===== src/rtl/acq_trig_pkg.sv =====
package acq_trig_pkg;
  localparam int CTRL_W = 9;
  // control word fields
  localparam int C_SW      = 0;
  localparam int C_CASC_EN = 1;
  localparam int C_AUTO    = 2;
  localparam int C_ARM     = 3;
  localparam int C_CLR     = 4;
  localparam int C_SW_FRZ  = 7;
  localparam int C_HW_FRZ  = 8;
  // status word fields
  localparam int STAT_W  = 6;
  localparam int S_SW    = 0;
  localparam int S_CASC  = 1;
  localparam int S_HW    = 2;
  localparam int S_ARMED = 3;
  localparam int S_COMB  = 4;
  localparam int S_FRZ   = 5;
  // edge detector lanes
  localparam int E_SW   = 0;
  localparam int E_ARM  = 1;
  localparam int E_CLR  = 2;
  localparam int E_HW   = 3;
  localparam int E_CASC = 4;
  localparam int E_CARM = 5;
  localparam int E_W    = 6;
  // sticky flag lanes
  localparam int F_SW   = 0;
  localparam int F_CASC = 1;
  localparam int F_HW   = 2;
  localparam int F_COMB = 3;
  localparam int F_FRZ  = 4;
  localparam int F_W    = 5;
endpackage


===== src/rtl/acq_rise_det.sv =====
module acq_rise_det #(
  parameter int W = 4
) (
  input  logic         clk_i,
  input  logic         rst_ni,
  input  logic [W-1:0] lvl_i,
  output logic [W-1:0] rise_o
);
  logic [W-1:0] prev_q;

  always_ff @(posedge clk_i or negedge rst_ni) begin
    if (!rst_ni) prev_q <= '0;
    else         prev_q <= lvl_i;
  end

  for (genvar k = 0; k < W; k++) begin : g_lane
    assign rise_o[k] = lvl_i[k] & ~prev_q[k];
    AST_RISE_SINGLE: assert property (@(posedge clk_i) disable iff (!rst_ni)
      rise_o[k] |=> !rise_o[k]);
  end
endmodule


===== src/rtl/acq_hw_arm.sv =====
module acq_hw_arm (
  input  logic clk_i,
  input  logic rst_ni,
  input  logic arm_req_i,
  input  logic hw_edge_i,
  input  logic auto_rearm_i,
  output logic fire_o,
  output logic armed_o
);
  logic armed_q;

  assign fire_o  = hw_edge_i & armed_q;
  assign armed_o = armed_q;

  always_ff @(posedge clk_i or negedge rst_ni) begin
    if (!rst_ni)        armed_q <= 1'b0;
    else if (arm_req_i) armed_q <= 1'b1;
    else if (fire_o)    armed_q <= auto_rearm_i;
  end

  AST_ARM_SET: assert property (@(posedge clk_i) disable iff (!rst_ni)
    arm_req_i |=> armed_o);
  AST_ARM_DROP: assert property (@(posedge clk_i) disable iff (!rst_ni)
    (fire_o && !auto_rearm_i && !arm_req_i) |=> !armed_o);
  AST_ARM_KEEP: assert property (@(posedge clk_i) disable iff (!rst_ni)
    (fire_o && auto_rearm_i) |=> armed_o);
endmodule


===== src/rtl/acq_sticky.sv =====
module acq_sticky #(
  parameter int N = 4
) (
  input  logic         clk_i,
  input  logic         rst_ni,
  input  logic [N-1:0] set_i,
  input  logic         clr_i,
  output logic [N-1:0] flag_o
);
  logic [N-1:0] flag_q;
  assign flag_o = flag_q;

  for (genvar k = 0; k < N; k++) begin : g_flag
    // a set in the clearing cycle wins
    always_ff @(posedge clk_i or negedge rst_ni) begin
      if (!rst_ni)       flag_q[k] <= 1'b0;
      else if (set_i[k]) flag_q[k] <= 1'b1;
      else if (clr_i)    flag_q[k] <= 1'b0;
    end
    AST_FLAG_HOLD: assert property (@(posedge clk_i) disable iff (!rst_ni)
      (flag_q[k] && !clr_i) |=> flag_q[k]);
    AST_FLAG_CLEAR: assert property (@(posedge clk_i) disable iff (!rst_ni)
      (clr_i && !set_i[k]) |=> !flag_q[k]);
  end
endmodule


===== src/rtl/acq_trig_cnt.sv =====
module acq_trig_cnt #(
  parameter int W = 32
) (
  input  logic         clk_i,
  input  logic         rst_ni,
  input  logic         inc_i,
  output logic [W-1:0] cnt_o
);
  always_ff @(posedge clk_i or negedge rst_ni) begin
    if (!rst_ni)    cnt_o <= '0;
    else if (inc_i) cnt_o <= cnt_o + 1'b1;
  end
endmodule


===== src/rtl/acq_trig_ctrl.sv =====
module acq_trig_ctrl
  import acq_trig_pkg::*;
#(
  parameter int CNT_W = 32
) (
  input  logic              clk_i,
  input  logic              rst_ni,
  input  logic [CTRL_W-1:0] ctrl_i,
  input  logic              hw_trig_i,
  input  logic              casc_trig_i,
  input  logic              casc_arm_i,
  input  logic              hw_freeze_i,
  output logic              trig_o,
  output logic              freeze_o,
  output logic              casc_trig_o,
  output logic              casc_arm_o,
  output logic [STAT_W-1:0] status_o,
  output logic [CNT_W-1:0]  trig_cnt_o
);
  logic [E_W-1:0] lvl, rise;
  logic [F_W-1:0] set, flag;
  logic hw_fire, armed, casc_fire, sw_fire, trig_any, frz_evt;

  assign lvl[E_SW]   = ctrl_i[C_SW];
  assign lvl[E_ARM]  = ctrl_i[C_ARM];
  assign lvl[E_CLR]  = ctrl_i[C_CLR];
  assign lvl[E_HW]   = hw_trig_i;
  assign lvl[E_CASC] = casc_trig_i;
  assign lvl[E_CARM] = casc_arm_i;

  acq_rise_det #(.W(E_W)) i_rise (
    .clk_i(clk_i), .rst_ni(rst_ni), .lvl_i(lvl), .rise_o(rise)
  );

  acq_hw_arm i_arm (
    .clk_i(clk_i), .rst_ni(rst_ni),
    .arm_req_i(rise[E_ARM] | rise[E_CARM]),
    .hw_edge_i(rise[E_HW]),
    .auto_rearm_i(ctrl_i[C_AUTO]),
    .fire_o(hw_fire), .armed_o(armed)
  );

  assign sw_fire   = rise[E_SW];
  assign casc_fire = rise[E_CASC] & ctrl_i[C_CASC_EN];
  assign trig_any  = sw_fire | casc_fire | hw_fire;
  assign frz_evt   = ctrl_i[C_SW_FRZ] | (hw_freeze_i & ctrl_i[C_HW_FRZ]);

  assign set[F_SW]   = sw_fire;
  assign set[F_CASC] = casc_fire;
  assign set[F_HW]   = hw_fire;
  assign set[F_COMB] = trig_any;
  assign set[F_FRZ]  = frz_evt;

  acq_sticky #(.N(F_W)) i_sticky (
    .clk_i(clk_i), .rst_ni(rst_ni), .set_i(set), .clr_i(rise[E_CLR]), .flag_o(flag)
  );

  acq_trig_cnt #(.W(CNT_W)) i_cnt (
    .clk_i(clk_i), .rst_ni(rst_ni), .inc_i(trig_any), .cnt_o(trig_cnt_o)
  );

  always_ff @(posedge clk_i or negedge rst_ni) begin
    if (!rst_ni) begin
      trig_o      <= 1'b0;
      freeze_o    <= 1'b0;
      casc_trig_o <= 1'b0;
      casc_arm_o  <= 1'b0;
    end else begin
      trig_o      <= trig_any;
      freeze_o    <= frz_evt;
      casc_trig_o <= ctrl_i[C_SW];
      casc_arm_o  <= ctrl_i[C_ARM];
    end
  end

  assign status_o[S_SW]    = flag[F_SW];
  assign status_o[S_CASC]  = flag[F_CASC];
  assign status_o[S_HW]    = flag[F_HW];
  assign status_o[S_ARMED] = armed;
  assign status_o[S_COMB]  = flag[F_COMB];
  assign status_o[S_FRZ]   = flag[F_FRZ];

  AST_CNT_STEP: assert property (@(posedge clk_i) disable iff (!rst_ni)
    trig_o |-> (trig_cnt_o == CNT_W'($past(trig_cnt_o) + 1'b1)));
  AST_CNT_HOLD: assert property (@(posedge clk_i) disable iff (!rst_ni)
    !trig_o |-> $stable(trig_cnt_o));
  AST_COMB_FLAG: assert property (@(posedge clk_i) disable iff (!rst_ni)
    trig_o |-> status_o[S_COMB]);
  AST_UNARMED_DROP: assert property (@(posedge clk_i) disable iff (!rst_ni)
    (rise[E_HW] && !armed && !sw_fire && !casc_fire) |=> !trig_o);
  AST_SW_FREEZE: assert property (@(posedge clk_i) disable iff (!rst_ni)
    ctrl_i[C_SW_FRZ] |=> (freeze_o && status_o[S_FRZ]));
endmodule


===== config.mk =====
export PLATFORM = sky130hd
export DESIGN_NAME = acq_trig_ctrl
export DESIGN_NICKNAME = d
export VERILOG_FILES = /design/src/rtl/acq_trig_pkg.sv /design/src/rtl/acq_rise_det.sv /design/src/rtl/acq_hw_arm.sv /design/src/rtl/acq_sticky.sv /design/src/rtl/acq_trig_cnt.sv /design/src/rtl/acq_trig_ctrl.sv
export SDC_FILE = /design/constraint.sdc
export NUM_CORES = 1
export LEC_CHECK = 0
export ABC_AREA = 1
export BUFFER_PORTS_ARGS = -buffer_cell sky130_fd_sc_hd__buf_4
export CORE_MARGIN = 2
export CORE_UTILIZATION = 25
export DETAILED_ROUTE_END_ITERATION = 8
export GPL_TIMING_DRIVEN = 0
export PLACE_DENSITY_LB_ADDON = 0.25
export SETUP_SLACK_MARGIN = 0.15
export SYNTH_ARGS = -nofsm -noshare
export SYNTH_HDL_FRONTEND = slang
export SYNTH_SLANG_ARGS = --single-unit

===== constraint.sdc =====
create_clock -name clk_i -period 4.2 [get_ports clk_i]
set_input_delay 0.21 -clock clk_i [delete_from_list [all_inputs] [get_ports clk_i]]
set_output_delay 0.21 -clock clk_i [all_outputs]
set_load 0.1 [all_outputs]

==> results of run 1 <==
metal layers:
metal	routed length [um]	global-route usage [%]	vias to the layer above	share of wire, %
met4	85	4.11	0	1.6
met1	2430	14.6	864	45
met5	0	0	-	0
met2	2630	19.3	33	49
met3	220	2.88	5	4.1
li1	-	-	966	-
critical path, cell delays in order, from the launching register on:
cell and delay [ps]:
dfrtp_1 420, ha_1 190, nand2_1 90, nor2_4 130, nand2_1 80, nor2_2 140, nand3_2 170, inv_2 140
nand2_1 60, nand2_1 50, nand2_1 40
logic make-up (layout without fill, tap and decap cells):
family                     Yosys count  in the layout
xor gates and xnor gates            19             19
buffers and inverters               42            105
AOI/OAI and AO/OA                   10             10
DFF                                 46             46
adders and majority gates            1              1
and+or+nand+nor                    153            153
stage by stage:
| stage | total power, uW | utilization (%) | hold WS (ps) |
|---|---|---|---|
| detailed placement | 1010 | 32.0 | 265 |
| finish | 1270 | 33.1 | 20.2 |
| floorplan | 897 | - | -85.6 |
| CTS | 1290 | 33.1 | 9.54 |
| global placement | 1010 | 32.0 | 266 |
| global route | 1330 | 33.1 | 5.48 |
power breakdown:
part           switching (uW)  leakage, uW  internal (uW)  total [uW]
Sequential               40.8     0.000583            484         525
Clock                     158    0.0000452            118         276
Combinational             379     0.000812           94.7         473
cell type report:
class / instances / area (um2)
well taps: 108 / 135
clock buffers: 6 / 72.6
repair buffers: 55 / 415
inverters: 40 / 150
fillers: 924 / 5860
multi-input cells: 183 / 951
clock inverters: 2 / 13.8
plain buffers: 2 / 15.0
flip-flops and latches: 46 / 1150
worst paths after layout:
kind                       cells past startpoint              from          endpoint
max                                           10    i_cnt.cnt_o[0]   i_cnt.cnt_o[18]
min reg2reg                                    1  i_rise.prev_q[5]     i_arm.armed_o
max reg2reg                                   10    i_cnt.cnt_o[0]   i_cnt.cnt_o[18]
max in group asynchronous                      2            rst_ni   i_cnt.cnt_o[26]
min                                            1         ctrl_i[0]  i_rise.prev_q[0]
min in group asynchronous                      2            rst_ni    i_cnt.cnt_o[4]
repair_timing:
action	in CTS	in global routing
hold endpoints to repair	46	0
hold buffers	1	0
setup endpoints to repair	0	0
sequential cells by signal, summed over array words and instances, names as in the netlist:
register,flops
freeze_o,1
i_arm.armed_o,1
i_cnt.cnt_o,32
i_rise.prev_q,6
i_sticky.flag_o,5
trig_o,1
cell usage in the layout, fill, tap and decap left out:
master	instances
nand3_2	4
nor2_1	25
nor2_2	6
clkinv_4	1
clkbuf_8	5
xnor2_1	14
dlygate4sd3_1	1
nor2_4	5
clkinv_2	1
a21oi_1	1
nand3_1	20
inv_2	2
dfrtp_1	46
nand3b_1	5
ha_1	1
o21ai_0	8
nand4_1	9
inv_1	38
nand2_1	79
xor2_1	5
buf_4	56
o221ai_1	1
clkbuf_1	1
==> flow_summary.yaml, run 1 <==
status:
  status: "complete, no violations"
timing:
  period_minus_slack_ps: 1590
  drv_slew: 0
  fmax_mhz: 628
  hold_violations: 0
  fin_skew_ps: 5.38
  maxSlewHeadroom_pct: 60.0
  setup_viol: 0
  rsz0062_at_grt: "no"
  timing.final.ws_setup_ps: 2610
  tns_ps: 0
  post-route-period-util_pct: 37.9
  worst_slew_pin_slew_ps: 600
yosys:
  synth-async-reset-ratio_pct: 100
  synth_cells: 271
  syn_nets: 287
  synth_flop_cell: "dfrtp_1"
  ys_ff_latch: 46
  ys_types: 18
  synth_xor_area_share_pct: 7.34
  synthTopCellsByArea: "dfrtp_1 (51%), nand2_1 (13%), inv_1 (6.3%)"
  synth_top_family_by_area: "simple AND/OR/NAND/NOR gates"
  syn_area_um2: 2270
  synth-seq-area-share_pct: 50.8
  synth_top_area_share_pct: 50.8
  ys_top_cells_by_count: "nand2_1 (79), dfrtp_1 (46), inv_1 (38)"
  synth-compound-area-share_pct: 2.37
  synth_edf_count: 0
  syn_avg_cell_area_um2: 8.37
  yosysTopAreaCell: "dfrtp_1"
  yosysMostFrequentCell: "nand2_1"
  yosys.area_share.adder_pct: 0.552
  ys_warn_count: 0
  synth_simple_gate_area_share_pct: 31.7
  muxShareOfSynthArea_pct: 0
finish:
  antenna_cells: 0
  final_area_um2: 2900
  fin_nets: 349
  stdcell_count: 442
  drive_gt1_share_pct: 24.0
  area_delta_synth_final_pct: 28.1
pwr:
  power_leakage_uw: 0.00144
  ir_worst_vdd_v: 0.000257
  p_per_area_nw_per_um2: 439
floorplan:
  ios: 57
  coreArea_um2: 8760
  num_rows: 34
  die_w_um: 99.2
  die_area_um2: 9850
  start_util_pct: 25.9
  dieHeight_um: 99.2
place:
  placedInstanceArea_um2: 2810
  dp_cells: 433
  port_buffers: 54
  place_congestion: 0.753
  dpl.hpwl_mm: 3.98
  dp_worst_setup_slack_ps: 2610
clock_network:
  clockRootBuffer: "clkbuf_8"
  worstSkewPairLatency_ps: 300
  path_clk_slew_ps: 90
  clock_path_buffers: 2
  cts.sinks: 46
  cts_resized: 0
  tritoncts: "done"
  htreeDepth: 2
  post_cts_buffers: 0
  numCtsBuffers: 5
worst_setup_path:
  worstSetupPathType: "reg2reg"
  crit_path_max_fanout: 5
  r2r_setup_slack_ps: 2610
  required_ps: 4400
  cp-end-kind: "flip-flop"
  arrival_ps: 1790
  cp-start-kind: "flip-flop"
route:
  drt_iter0_drc: 76
  finalWirelength_mm: 5.37
  dr_total_vias: 1868
  routedWlPerCell_um: 12.1
  routed_via_density: 4.23
  drc: 0
  first_pass_iters: 4
  ant_nets: 0
global_route:
  grt_pass1_vias: 1876
  antenna_found_initial: 0
  grt_max_degree: 47
  gr-total-overflow: 0
  grtUsageTotal_pct: 11.6
  grt_pass1_wl_mm: 9.01
hold_path:
  min_path_type: "in2reg"
job:
  maxCapViolCount: 0
Power figures use the tool's default switching activity.
==> inputs of run 2 (changes only) <==
clock period = 1.3 ns   (was 4.2 ns; I/O delays follow)
==> run 2 against run 1 <==
Net effect:
- the flow now finishes with violations (negative setup slack)
- setup slack worse by 2800 ps
- worst hold slack better by 0.65 ps
- via count is 5.4% higher
- cell area is 20% higher
- sequential cell count unchanged
- cell count grew 4.3%
- count of clock-buffer cells in the layout increased by 1
- power grew to 3.7 times the previous value
- combinational power grew to 4.1 times the previous value
- core utilization up 6.6 points
- critical path type unchanged
- largest cell class unchanged
- largest power group is now combinational logic
- highest routed layer unchanged
==> flow_summary.yaml, run 2 (synthesis gave the netlist of run 1 again) <==
status:
  status: "complete, but fails checks"
  violations: "negative setup slack"
pwr:
  power_leakage_uw: 0.00153
  comb_power_share_pct: 40.5
  pwr-share-clk_pct: 22.1
  ir_worst_vdd_v: 0.000942
  switching_share_pct: 41.7
  p_sw_uw: 1990
  p_per_area_nw_per_um2: 1370
  p_int_uw: 2790
  pwr-share-seq_pct: 37.4
global_route:
  grt_max_degree: 47
  grt_pass1_wl_mm: 9.27
  grtUsageTotal_pct: 11.8
  grt_pass1_vias: 1935
  antenna_found_initial: 0
  gr-total-overflow: 0
route:
  drt_iter0_drc: 63
  finalWirelength_mm: 5.45
  routedWlPerCell_um: 11.8
  routed_via_density: 4.27
  drc: 0
  dr_total_vias: 1969
  ant_nets: 0
  first_pass_iters: 4
place:
  placedInstanceArea_um2: 2990
  dpl.hpwl_mm: 4.00
  place_congestion: 0.797
  port_buffers: 54
clock_network:
  clockRootBuffer: "clkbuf_8"
  tritoncts: "done"
  path_clk_slew_ps: 90
  numCtsBuffers: 5
  worstSkewPairLatency_ps: 300
  cts.sinks: 46
  htreeDepth: 2
  clock_path_buffers: 2
worst_setup_path:
  crit_path_max_fanout: 5
  arrival_ps: 1680
  worstSetupPathType: "reg2reg"
  cp-start-kind: "flip-flop"
  cp-end-kind: "flip-flop"
  required_ps: 1500
timing:
  timing.final.ws_setup_ps: -180
  setup_viol: 22
  fmax_mhz: 676
  maxSlewHeadroom_pct: 60.1
  drv_slew: 0
  period_minus_slack_ps: 1480
  rsz0062_at_grt: "yes"
  tns_ps: -2390
  hold_violations: 0
  fin_skew_ps: 13.3
  worst_slew_pin_slew_ps: 599
  post-route-period-util_pct: 114
floorplan:
  coreArea_um2: 8760
  num_rows: 34
  ios: 57
  start_util_pct: 25.9
  die_w_um: 99.2
  die_area_um2: 9850
  dieHeight_um: 99.2
finish:
  layout_common_cells: "nand2_1 (62), buf_4 (47), inv_1 (36)"
  area_delta_synth_final_pct: 53.4
  final_area_um2: 3480
  antenna_cells: 0
  largest_register_ff_count: 32
  fin_nets: 368
  drive_gt1_share_pct: 46.2
  final_common_cell: "nand2_1"
  top_register: "i_cnt.cnt_o"
hold_path:
  min_path_type: "in2reg"
job:
  maxCapViolCount: 0
-- run 2: power by group through the flow --
stage                     Combinational (uW)  Clock (uW)  Sequential [uW]
after global placement                  1610           0             1840
after detailed placement                1620           0             1840
final                                   1930        1060             1790
after CTS                               1780        1100             1790
after global routing                    2030        1150             1810
after floorplan                          355           0             2750
-- run 2: worst max-delay path, cell delays in order, from the launching register on --
cell and delay [ps]:
dfrtp_4 430, ha_4 140, nand2_2 60, nor2_4 160
nand2_2 90, nor2_4 120, nand3_4 120, buf_4 160
xnor2_1 110
-- run 2: layout make-up --
type | count | area, um2
Inverter | 40 | 155
Multi-Input combinational cell | 183 | 1140
Sequential cell | 46 | 1250
Fill cell | 899 | 5290
Timing Repair Buffer | 74 | 669
Tap cell | 108 | 135
Clock buffer | 7 | 76.3
Buffer | 2 | 22.5
Clock inverter | 1 | 30.0
-- run 2: what timing repair did --
action	in CTS	in global routing
hold endpoints to repair	54	0
gates resized for setup	11	43
hold buffers	10	0
cloned	0	0
setup buffers	8	2
endpoints found under the setup margin	33	49
pin swaps	12	17
-- run 2: per-stage QoR --
| step | power, uW | util (%) | std cells | setup slack [ps] | hold WS, ps |
|---|---|---|---|---|---|
| floorplan | 3100 | - | 271 | -320 | -231 |
| global placement | 3440 | 34.2 | 433 | -205 | 124 |
| detailed placement | 3460 | 34.2 | 433 | -213 | 122 |
| CTS | 4660 | 37.7 | 459 | -180 | 14.1 |
| global route | 4990 | 39.7 | 461 | -266 | 41.3 |
| finish | 4780 | 39.7 | 461 | -180 | 20.9 |
-- run 2: routing by layer --
layer / global-route usage (%) / up-vias / wire length, um
met3: 2.88 / 7 / 222
met4: 4.53 / 0 / 106
met2: 19.8 / 38 / 2780
met1: 14.7 / 921 / 2340
met5: 0 / - / 0
li1: - / 1003 / -
-- run 2: final timing paths --
kind	endpoint	depth (start not counted)	startpoint	slack, ps
worst max-delay path	i_cnt.cnt_o[14]	8	i_cnt.cnt_o[1]	-180
worst min-delay path	i_arm.armed_o	3	ctrl_i[2]	20
worst max register to register	i_cnt.cnt_o[14]	8	i_cnt.cnt_o[1]	-180
worst min register to register	i_arm.armed_o	1	i_rise.prev_q[5]	470
max in group asynchronous	i_rise.prev_q[0]	2	rst_ni	520
min in group asynchronous	i_cnt.cnt_o[22]	2	rst_ni	310
==> inputs of run 3 (changes only) <==
clock period = 1.27 ns   (was 1.3 ns; I/O delays follow)
==> run 3 against run 2 <==
Net effect:
- the run still ends with negative setup slack left
- cell area grew 5.9%
- wire length rose by 1.4%
- combinational power increased by 16%
- clock skew hardly changed
- first-iteration DRC count fell by 14%
- via count rose by 2.4%
- cell count increased by 2.2%
- fmax about the same
- count of clock-buffer cells in the layout unchanged
- worst hold slack about the same
- register-to-register slack worse by 30 ps
- sequential power grew 3%
- highest routed layer unchanged
==> flow_summary.yaml, run 3 (synthesis gave the netlist of run 1 again) <==
place:
  dp_cells: 433
  port_buffers: 54
  dpl.hpwl_mm: 4.00
  place_congestion: 0.797
pwr:
  pwr-share-clk_pct: 20.9
  comb_power_share_pct: 43.3
  pwr-share-seq_pct: 35.8
  ir_worst_vdd_v: 0.000898
  p_per_area_nw_per_um2: 1400
  power_leakage_uw: 0.00163
  p_sw_uw: 2120
  switching_share_pct: 41.0
  p_int_uw: 3050
global_route:
  grtUsageTotal_pct: 11.9
  grt_max_degree: 47
  antenna_found_initial: 0
  grt_pass1_vias: 1950
  gr-total-overflow: 0
  grt_pass1_wl_mm: 9.35
finish:
  final_common_cell: "nand2_1"
  largest_register_ff_count: 32
  antenna_cells: 0
  layout_common_cells: "nand2_1 (61), buf_4 (39), inv_1 (36)"
  area_delta_synth_final_pct: 62.5
  multiInputGateArea_um2: 1170
  fillCellCount: 867
  seq_area_um2: 1250
  stdcell_count: 471
  drive_gt1_share_pct: 49.3
  fin_nets: 378
  top_register: "i_cnt.cnt_o"
clock_network:
  tritoncts: "done"
  clockRootBuffer: "clkbuf_8"
  htreeDepth: 2
  cts.sinks: 46
  numCtsBuffers: 5
  clock_path_buffers: 2
  worstSkewPairLatency_ps: 300
  path_clk_slew_ps: 90
worst_setup_path:
  regToRegEndpoint: "i_cnt.cnt_o[14]"
  crit_path_max_fanout: 5
  arrival_ps: 1680
  crit-reg2reg-launch: "i_cnt.cnt_o[1]"
  r2r_setup_slack_ps: -210
  cp-end-kind: "flip-flop"
  worstRegToRegCells: 8
  required_ps: 1470
  worstSetupPathType: "reg2reg"
  setup.worst_path.start: "i_cnt.cnt_o[1]"
  cp-start-kind: "flip-flop"
hold_path:
  holdPathStages: 3
  holdPathEnd: "i_arm.armed_o"
  min_path_type: "in2reg"
  hp-start: "ctrl_i[2]"
job:
  maxCapViolCount: 0
timing:
  maxSlewHeadroom_pct: 60.3
  rsz0062_at_grt: "yes"
  hold_violations: 0
  drv_slew: 0
  worst_slew_pin_slew_ps: 595
  tns_ps: -2760
  fmax_mhz: 676
  setup_viol: 25
  fin_hold_ws_ps: 21.3
  fin_skew_ps: 13.5
  post-route-period-util_pct: 117
  timing.final.ws_setup_ps: -210
  period_minus_slack_ps: 1480
floorplan:
  dieHeight_um: 99.2
  die_area_um2: 9850
  die_w_um: 99.2
  num_rows: 34
  coreArea_um2: 8760
  ios: 57
  start_util_pct: 25.9
status:
  status: "complete, but fails checks"
  violations: "negative setup slack"
route:
  first_pass_iters: 4
  routedWlPerCell_um: 11.7
  drc: 0
  finalWirelength_mm: 5.53
  routed_via_density: 4.28
  dr_total_vias: 2016
  drt_iter0_drc: 54
  ant_nets: 0
run 3: cell count changes in the layout (fill, tap and decap cells not counted), sizes merged:
cell	change
buf	+10
run 3: final cells by class:
class / count / area share [%]
Buffer: 2 / 0.713
Clock buffer: 7 / 2.07
Multi-Input combinational cell: 183 / 31.9
Inverter: 40 / 4.28
Clock inverter: 1 / 0.815
Timing Repair Buffer: 84 / 22.5
Sequential cell: 46 / 34.1
Tap cell: 108 / 3.67
run 3: timing repair:
item	4_1_cts	5_1_grt
resized for setup	35	53
pin swaps	12	25
cloned	0	0
buffers inserted	8	12
endpoints found under the hold margin	54	0
hold buffers	10	0
endpoints found under the setup margin	57	42
run 3: worst max-delay path by stage:
stage	endpoint	slack, ps	cells after the start
2_1_floorplan	i_cnt.cnt_o[18]	-350	10
3_3_place_gp	i_cnt.cnt_o[18]	-240	10
3_5_place_dp	i_cnt.cnt_o[18]	-240	10
4_1_cts	i_cnt.cnt_o[18]	-210	10
5_1_grt	i_cnt.cnt_o[20]	-290	10
6_report	i_cnt.cnt_o[14]	-210	8
run 3: per-layer routing:
layer | GRT usage [%] | share of wire (%)
met5 | 0 | 0
met2 | 19.9 | 49
met1 | 14.9 | 45
met3 | 2.81 | 4.1
met4 | 4.53 | 1.9
run 3: power by group through the flow:
stage / Clock (uW) / Sequential, uW / Combinational [uW]
after floorplan: 0 / 2810 / 363
after global placement: 0 / 1880 / 1640
after detailed placement: 0 / 1880 / 1660
after CTS: 1130 / 1830 / 1950
after global routing: 1180 / 1880 / 2340
final: 1080 / 1850 / 2240
run 3: per-stage QoR:
step	util (%)	total power, uW	setup slack (ps)	cell area [um2]
6_report	42.0	5170	-210	3680
5_1_grt	42.0	5400	-288	3680
4_1_cts	38.7	4910	-207	3390
3_5_place_dp	34.2	3540	-243	2990
3_3_place_gp	34.2	3530	-235	2990
2_1_floorplan	-	3170	-350	2450
run 3: critical path, cell delays in order, from the launching register on:
cell	delay (ps)
dfrtp_4	440
ha_4	150
nand2_4	50
nor2_4	150
nand2_2	80
nor2_4	120
nand3_4	120
buf_4	160
xnor2_1	110
